## src/rtl/rtc_rate_pkg.sv

```systemverilog
package rtc_rate_pkg;
  localparam int unsigned RS_W    = 4;
  localparam int unsigned DV_W    = 3;
  localparam int unsigned MAX_EXP = 14;
  localparam int unsigned EXP_W   = $clog2(MAX_EXP + 1);
  localparam logic [DV_W-1:0] DV_RUN = 3'b010;

  // log2 of the period in time-base ticks; codes 1 and 2 alias to slow taps
  function automatic logic [EXP_W-1:0] rate_exp(input logic [RS_W-1:0] rs);
    logic [EXP_W-1:0] e;
    if (rs == '0)                  e = '0;
    else if (rs < RS_W'(3))        e = EXP_W'(rs) + EXP_W'(6);
    else                           e = EXP_W'(rs) - EXP_W'(1);
    return e;
  endfunction
endpackage

```

## src/rtl/rtc_rate_ctl.sv

```systemverilog
module rtc_rate_ctl
  import rtc_rate_pkg::*;
(
  input  logic            clk_i,
  input  logic            rst_ni,
  input  logic            rate_we_i,
  input  logic [RS_W-1:0] rate_sel_i,
  input  logic [DV_W-1:0] osc_ctl_i,
  input  logic            sq_en_we_i,
  input  logic            sq_en_i,
  output logic [RS_W-1:0] rate_sel_o,
  output logic [DV_W-1:0] osc_ctl_o,
  output logic            sq_en_o,
  output logic            reload_o
);
  logic [RS_W-1:0] rs_q;
  logic [DV_W-1:0] dv_q;
  logic            sqe_q, reload_q, init_q;

  // rate and oscillator codes deliberately keep their value across reset
  always_ff @(posedge clk_i) begin
    if (rate_we_i) begin
      rs_q <= rate_sel_i;
      dv_q <= osc_ctl_i;
    end
  end

  always_ff @(posedge clk_i or negedge rst_ni) begin
    if (!rst_ni) begin
      sqe_q    <= 1'b0;
      reload_q <= 1'b0;
      init_q   <= 1'b1;
    end else begin
      init_q   <= 1'b0;
      reload_q <= rate_we_i;
      if (sq_en_we_i) sqe_q <= sq_en_i;
    end
  end

  assign rate_sel_o = rs_q;
  assign osc_ctl_o  = dv_q;
  assign sq_en_o    = sqe_q;
  assign reload_o   = reload_q | init_q;
endmodule

```

## src/rtl/rtc_rate_cnt.sv

```systemverilog
module rtc_rate_cnt
  import rtc_rate_pkg::*;
#(
  parameter int unsigned CNT_W = MAX_EXP + 1
) (
  input  logic            clk_i,
  input  logic            rst_ni,
  input  logic            tick_i,
  input  logic            reload_i,
  input  logic [RS_W-1:0] rate_sel_i,
  input  logic [DV_W-1:0] osc_ctl_i,
  output logic            restart_o,
  output logic            wrap_o,
  output logic            half_o,
  output logic            pulse_o
);
  logic [CNT_W-1:0] cnt_q, period, half;
  logic             active, pulse_q;

  assign period    = CNT_W'(1) << rate_exp(rate_sel_i);
  assign half      = period >> 1;
  assign active    = (osc_ctl_i == DV_RUN) && (rate_sel_i != '0);
  assign restart_o = reload_i || !active;
  assign wrap_o    = !restart_o && tick_i && (cnt_q == CNT_W'(1));
  assign half_o    = !restart_o && tick_i && (cnt_q == half + CNT_W'(1));

  always_ff @(posedge clk_i or negedge rst_ni) begin
    if (!rst_ni) begin
      cnt_q   <= '0;
      pulse_q <= 1'b0;
    end else begin
      pulse_q <= wrap_o;
      if (restart_o)   cnt_q <= period;
      else if (wrap_o) cnt_q <= period;
      else if (tick_i) cnt_q <= cnt_q - CNT_W'(1);
    end
  end

  assign pulse_o = pulse_q;
endmodule

```

## src/rtl/rtc_rate_sqw.sv

```systemverilog
module rtc_rate_sqw (
  input  logic clk_i,
  input  logic rst_ni,
  input  logic restart_i,
  input  logic wrap_i,
  input  logic half_i,
  input  logic en_i,
  output logic wave_o
);
  logic phase_q;

  always_ff @(posedge clk_i or negedge rst_ni) begin
    if (!rst_ni)                phase_q <= 1'b0;
    else if (restart_i || wrap_i) phase_q <= 1'b0;
    else if (half_i)            phase_q <= 1'b1;
  end

  assign wave_o = en_i & phase_q;
endmodule

```

## src/rtl/rtc_rate_div.sv

```systemverilog
module rtc_rate_div
  import rtc_rate_pkg::*;
#(
  parameter int unsigned CNT_W = MAX_EXP + 1
) (
  input  logic            clk_i,
  input  logic            rst_ni,
  input  logic            tick_i,
  input  logic            rate_we_i,
  input  logic [RS_W-1:0] rate_sel_i,
  input  logic [DV_W-1:0] osc_ctl_i,
  input  logic            sq_en_we_i,
  input  logic            sq_en_i,
  output logic            per_tick_o,
  output logic            sq_wave_o
);
  logic [RS_W-1:0] rs_q;
  logic [DV_W-1:0] dv_q;
  logic            sqe_q, reload, restart, wrap, half;

  rtc_rate_ctl u_ctl (
    .clk_i      (clk_i),
    .rst_ni     (rst_ni),
    .rate_we_i  (rate_we_i),
    .rate_sel_i (rate_sel_i),
    .osc_ctl_i  (osc_ctl_i),
    .sq_en_we_i (sq_en_we_i),
    .sq_en_i    (sq_en_i),
    .rate_sel_o (rs_q),
    .osc_ctl_o  (dv_q),
    .sq_en_o    (sqe_q),
    .reload_o   (reload)
  );

  rtc_rate_cnt #(.CNT_W(CNT_W)) u_cnt (
    .clk_i      (clk_i),
    .rst_ni     (rst_ni),
    .tick_i     (tick_i),
    .reload_i   (reload),
    .rate_sel_i (rs_q),
    .osc_ctl_i  (dv_q),
    .restart_o  (restart),
    .wrap_o     (wrap),
    .half_o     (half),
    .pulse_o    (per_tick_o)
  );

  rtc_rate_sqw u_sqw (
    .clk_i     (clk_i),
    .rst_ni    (rst_ni),
    .restart_i (restart),
    .wrap_i    (wrap),
    .half_i    (half),
    .en_i      (sqe_q),
    .wave_o    (sq_wave_o)
  );
endmodule

```

## config.mk

```make
export PLATFORM = sky130hd
export DESIGN_NAME = rtc_rate_div
export DESIGN_NICKNAME = d
export VERILOG_FILES = /design/src/rtl/rtc_rate_pkg.sv /design/src/rtl/rtc_rate_ctl.sv /design/src/rtl/rtc_rate_cnt.sv /design/src/rtl/rtc_rate_sqw.sv /design/src/rtl/rtc_rate_div.sv
export SDC_FILE = /design/constraint.sdc
export NUM_CORES = 1
export LEC_CHECK = 0
export ABC_AREA = 1
export BUFFER_PORTS_ARGS = -buffer_cell sky130_fd_sc_hd__buf_2
export CAP_MARGIN = 10
export CORE_AREA = 10 10 74 76
export DETAILED_ROUTE_END_ITERATION = 7
export DIE_AREA = 0 0 84 86
export HOLD_SLACK_MARGIN = 0.05
export PLACE_DENSITY = 0.67
export SLEW_MARGIN = 0
export SYNTH_ARGS = -nofsm -noshare
export SYNTH_HDL_FRONTEND = slang
export SYNTH_SLANG_ARGS = --single-unit
```

## constraint.sdc

```tcl
create_clock -name clk_i -period 2.8 [get_ports clk_i]
set_clock_uncertainty 0.1 [all_clocks]
set_input_delay 0.56 -clock clk_i [delete_from_list [all_inputs] [get_ports clk_i]]
set_output_delay 0.56 -clock clk_i [all_outputs]
set_load 0.005 [all_outputs]
```

==> results.cfg <==
[run_status]
outcome = finished, final reports clean

[place]
detailedPlacementHpwl_um = 4050
post-place-cells = 350
port-buffer-count = 14
routabilityCongestion = 1.01
detailedPlace.worstSlack_ns = -0.00971

[timing]
layout_worst_path_cycle_share_pct = 96.3
layout_min_cycle_time_ns = 2.70
max_clock_freq_mhz = 371
worst_slack_ns = 0.103
timing.max_slew.rel_slack_pct = 61.8
worst-slew-pin-transition_ns = 0.573
setup-violations-final = 0
finalHoldViolations = 0
slew_violations = 0
rsz_0062_raised_after_global_routing = yes

[routing]
wl_per_cell_um = 15.3
drt_first_iter_violations = 208
drtAntennaViolNets = 0
topRoutingLayerUsed = met4
drt_drc_violations_left = 0
total_via_count_in_the_routed_design = 2084
met3_wl_um = 298
via_per_inst = 5.66
drt_pre_antenna_iters = 5
met1Wirelength_um = 2460
met2RoutedLength_um = 2810
finalWirelength_um = 5640

[synthesis]
synthesized_area_per_cell_um2 = 7.49
synth_enable_flop_cells = 7
synth.yosys.seq_area_share_pct = 33.5
netlist.top_cell.by_area = sky130_fd_sc_hd__dfrtp_1
yosysWarningCount = 0
synth_async_sr_flop_share_pct = 74.1
yosysTopAreaCellShare_pct = 22.4
syn-cell-area_mm2 = 0.00213
synth-main-ff-cell = sky130_fd_sc_hd__dfrtp_1
mappedNetlistNets = 304
ys_ff_latch = 27
synthesis.instances = 284
synthTopCellsByArea = sky130_fd_sc_hd__dfrtp_1, sky130_fd_sc_hd__nand2_1, sky130_fd_sc_hd__edfxtp_1
number_of_distinct_library_cell_variants_in_the_gate_level_netlist_after_synthesis = 41

[run]
drv.max_cap_violation_count = 0

[cts]
root_buffer = sky130_fd_sc_hd__clkbuf_8
tritoncts.num_buffers = 3
clk_path_buf_depth = 2
tritoncts = built
holdBufCountCts = 0
clkSinkCount = 27
reg_clk_slew_reported_paths_ns = 0.10
cts-htree-levels = 1
latest_clock_arrival_within_the_worst_skew_pair_ns = 0.28

[floorplanning]
die_height_um = 86
ioPinCount = 15
row_count = 23
chipWidth_um = 84
placeableCoreArea_mm2 = 0.00397
floorplan_die_area_mm2 = 0.00722
start_util_pct = 53.5

[grt]
grt_start_max_net_pins = 21
grt_use_total_pct = 14.9
grt_overflow_total = 0
via_count_of_the_first_global_routing_pass = 1912
initial_antenna_violation_count = 0
grt_pass1_wl_um = 9010

[setup_path]
timing.setup.critical_path_class = register to register
critical_path_arrival_ns = 2.81
cpPeakStageDelay_ns = 0.42
critical-path-top-delay-family = simple AND/OR/NAND/NOR gates
critical_path.slowest_cell = sky130_fd_sc_hd__edfxtp_1
critical_path.cell_chain = buf_6 > nor2_4 > nand2_4 > nand2_4 > nand3_4 > nor2_4 > nand3_2 > inv_2 > ha_4 > xor2_1 > nor3_1 > nand2_1 > inv_1 > nand3_1 > nor2_1 > nand3_1 > a21oi_2
worst-path-max-fanout = 6
critPathBufInv = 3
critical_path.startpoint_type = register
critical_path_required_ns = 2.91
crit-reg2reg-launch = u_ctl.rate_sel_o[2]
end_kind = register
worst_setup_path_startpoint = u_ctl.rate_sel_o[2]

[cells_and_area]
syn_to_final_growth_pct = 19.9
final_cell_count_no_fill = 368
antenna_cells_inserted = 0
share_of_final_layout_standard_cells_stronger_than_drive_strength_1_pct = 26.4
layout_nets = 339

[power]
p_leak_nw = 1.23
power-per-cell-area_mw_per_mm2 = 489
vdd_ir_drop_max_v = 0.000238

[min_path]
worstHoldPathType = input pin to async pin
cell usage after synthesis, types with 2 or more instances:
| cell | instances |
|---|---|
| sky130_fd_sc_hd__a21oi_1 | 7 |
| sky130_fd_sc_hd__a31oi_1 | 2 |
| sky130_fd_sc_hd__buf_2 | 2 |
| sky130_fd_sc_hd__dfrtp_1 | 19 |
| sky130_fd_sc_hd__edfxtp_1 | 7 |
| sky130_fd_sc_hd__ha_1 | 7 |
| sky130_fd_sc_hd__inv_1 | 36 |
| sky130_fd_sc_hd__inv_2 | 4 |
| sky130_fd_sc_hd__nand2_1 | 64 |
| sky130_fd_sc_hd__nand2_2 | 3 |
| sky130_fd_sc_hd__nand2_4 | 3 |
| sky130_fd_sc_hd__nand3_1 | 27 |
| sky130_fd_sc_hd__nand3_2 | 4 |
| sky130_fd_sc_hd__nand3b_1 | 2 |
| sky130_fd_sc_hd__nand4_1 | 8 |
| sky130_fd_sc_hd__nor2_1 | 27 |
| sky130_fd_sc_hd__nor2_2 | 5 |
| sky130_fd_sc_hd__nor2_4 | 3 |
| sky130_fd_sc_hd__nor3_1 | 3 |
| sky130_fd_sc_hd__o211ai_1 | 4 |
| sky130_fd_sc_hd__o21ai_0 | 8 |
| sky130_fd_sc_hd__o21ai_1 | 6 |
| sky130_fd_sc_hd__o221ai_1 | 5 |
| sky130_fd_sc_hd__o311ai_1 | 2 |
| sky130_fd_sc_hd__xor2_1 | 10 |
state kept, by name, summed over array words and instances, names as in the netlist:
signal / count
u_ctl.init_q: 1
u_cnt.pulse_o: 1
u_sqw.phase_q: 1
u_ctl.sq_en_o: 1
u_ctl.osc_ctl_o: 3
u_cnt.cnt_q: 15
u_ctl.reload_q: 1
u_ctl.rate_sel_o: 4
per-stage QoR:
stage | setup TNS, ns | instance area [um2] | hold slack (ns) | power, mW | util (%)
after floorplan | 0 | 2130 | 0.164 | 0.817 | -
after global placement | 0 | 2280 | 0.396 | 0.926 | 57.4
after detailed placement | -0.00971 | 2280 | 0.397 | 0.928 | 57.4
after CTS | 0 | 2340 | 0.126 | 1.17 | 58.8
after global routing | -0.0708 | 2550 | 0.143 | 1.34 | 64.2
final | 0 | 2550 | 0.109 | 1.25 | 64.2
layout by cell type (no fill, tap or decap), drive strengths merged:
master	Yosys	final
a21oi	7	7
a31oi	2	2
buf	3	34
clkbuf	1	4
clkinv	1	1
conb	1	1
dfrtp	19	19
dfstp	1	1
edfxtp	7	7
ha	7	7
inv	40	40
mux2	1	1
nand2	70	70
nand3	32	32
nand3b	3	3
nand4	8	8
nor2	36	36
nor3	5	5
o211ai	4	4
o21ai	14	14
o21bai	1	1
o221ai	5	5
o22ai	1	1
o311ai	2	2
o31ai	1	1
or2	1	1
xnor2	1	1
xor2	10	10
per-layer routing:
metal | GRT usage (%) | vias up
met3 | 2.18 | 7
met2 | 23.6 | 75
li1 | - | 1006
met5 | 0 | -
met1 | 20.2 | 996
met4 | 4.57 | 0
power breakdown:
| part | internal [mW] | total [mW] | switching [mW] |
|---|---|---|---|
| sequential | 0.438 | 0.470 | 0.0318 |
| clock | 0.102 | 0.232 | 0.130 |
| combinational | 0.203 | 0.545 | 0.341 |
path summary, 6_finish.rpt:
kind                                       to  slack (ns)  depth (start not counted)
min                            u_cnt.cnt_q[7]        0.11                          1
min reg2reg                     u_ctl.sq_en_o        0.42                          1
max                             u_sqw.phase_q        0.10                         17
max reg2reg                     u_sqw.phase_q        0.10                         17
min in group clk_i         u_ctl.osc_ctl_o[2]        0.34                          1
max in group asynchronous        u_ctl.init_q        2.15                          1
repair_timing:
item / CTS / global route
buffers inserted: 1 / 13
endpoints found under the setup margin: 1 / 1
resized for setup: 3 / 25
pin swaps: 0 / 17
hold endpoints to repair: 0 / 0
worst register-to-register path: cells and delay by family (launching register included):
kind / cells / cell delay, ns
compound gates: 1 / 0.15
xor+xnor: 1 / 0.13
fa+ha+maj: 1 / 0.20
buf+inv: 3 / 0.29
flops: 1 / 0.42
simple gates: 11 / 1.34
kinds of logic (layout without fill, tap and decap cells):
family	count (synthesis)	after routing	share of synthesized area [%]
AOI/OAI and AO/OA	37	37	10.8
xor gates and xnor gates	11	11	4.53
adders and majority gates	7	7	4.12
buffers and inverters	45	79	8.47
DFF	27	27	33.5
muxes	1	1	0.530
other	1	1	0.176
and+or+nand+nor	155	155	37.8
area by class of cell:
type                    count  area (um2)
multi-input cells         212        1350
flip-flops and latches     27         712
repair buffers             34         224
well taps                  50        62.6
clock buffers               4        45.0
fillers                   355        1420
inverters                  41         155
Power figures use the tool's default switching activity.
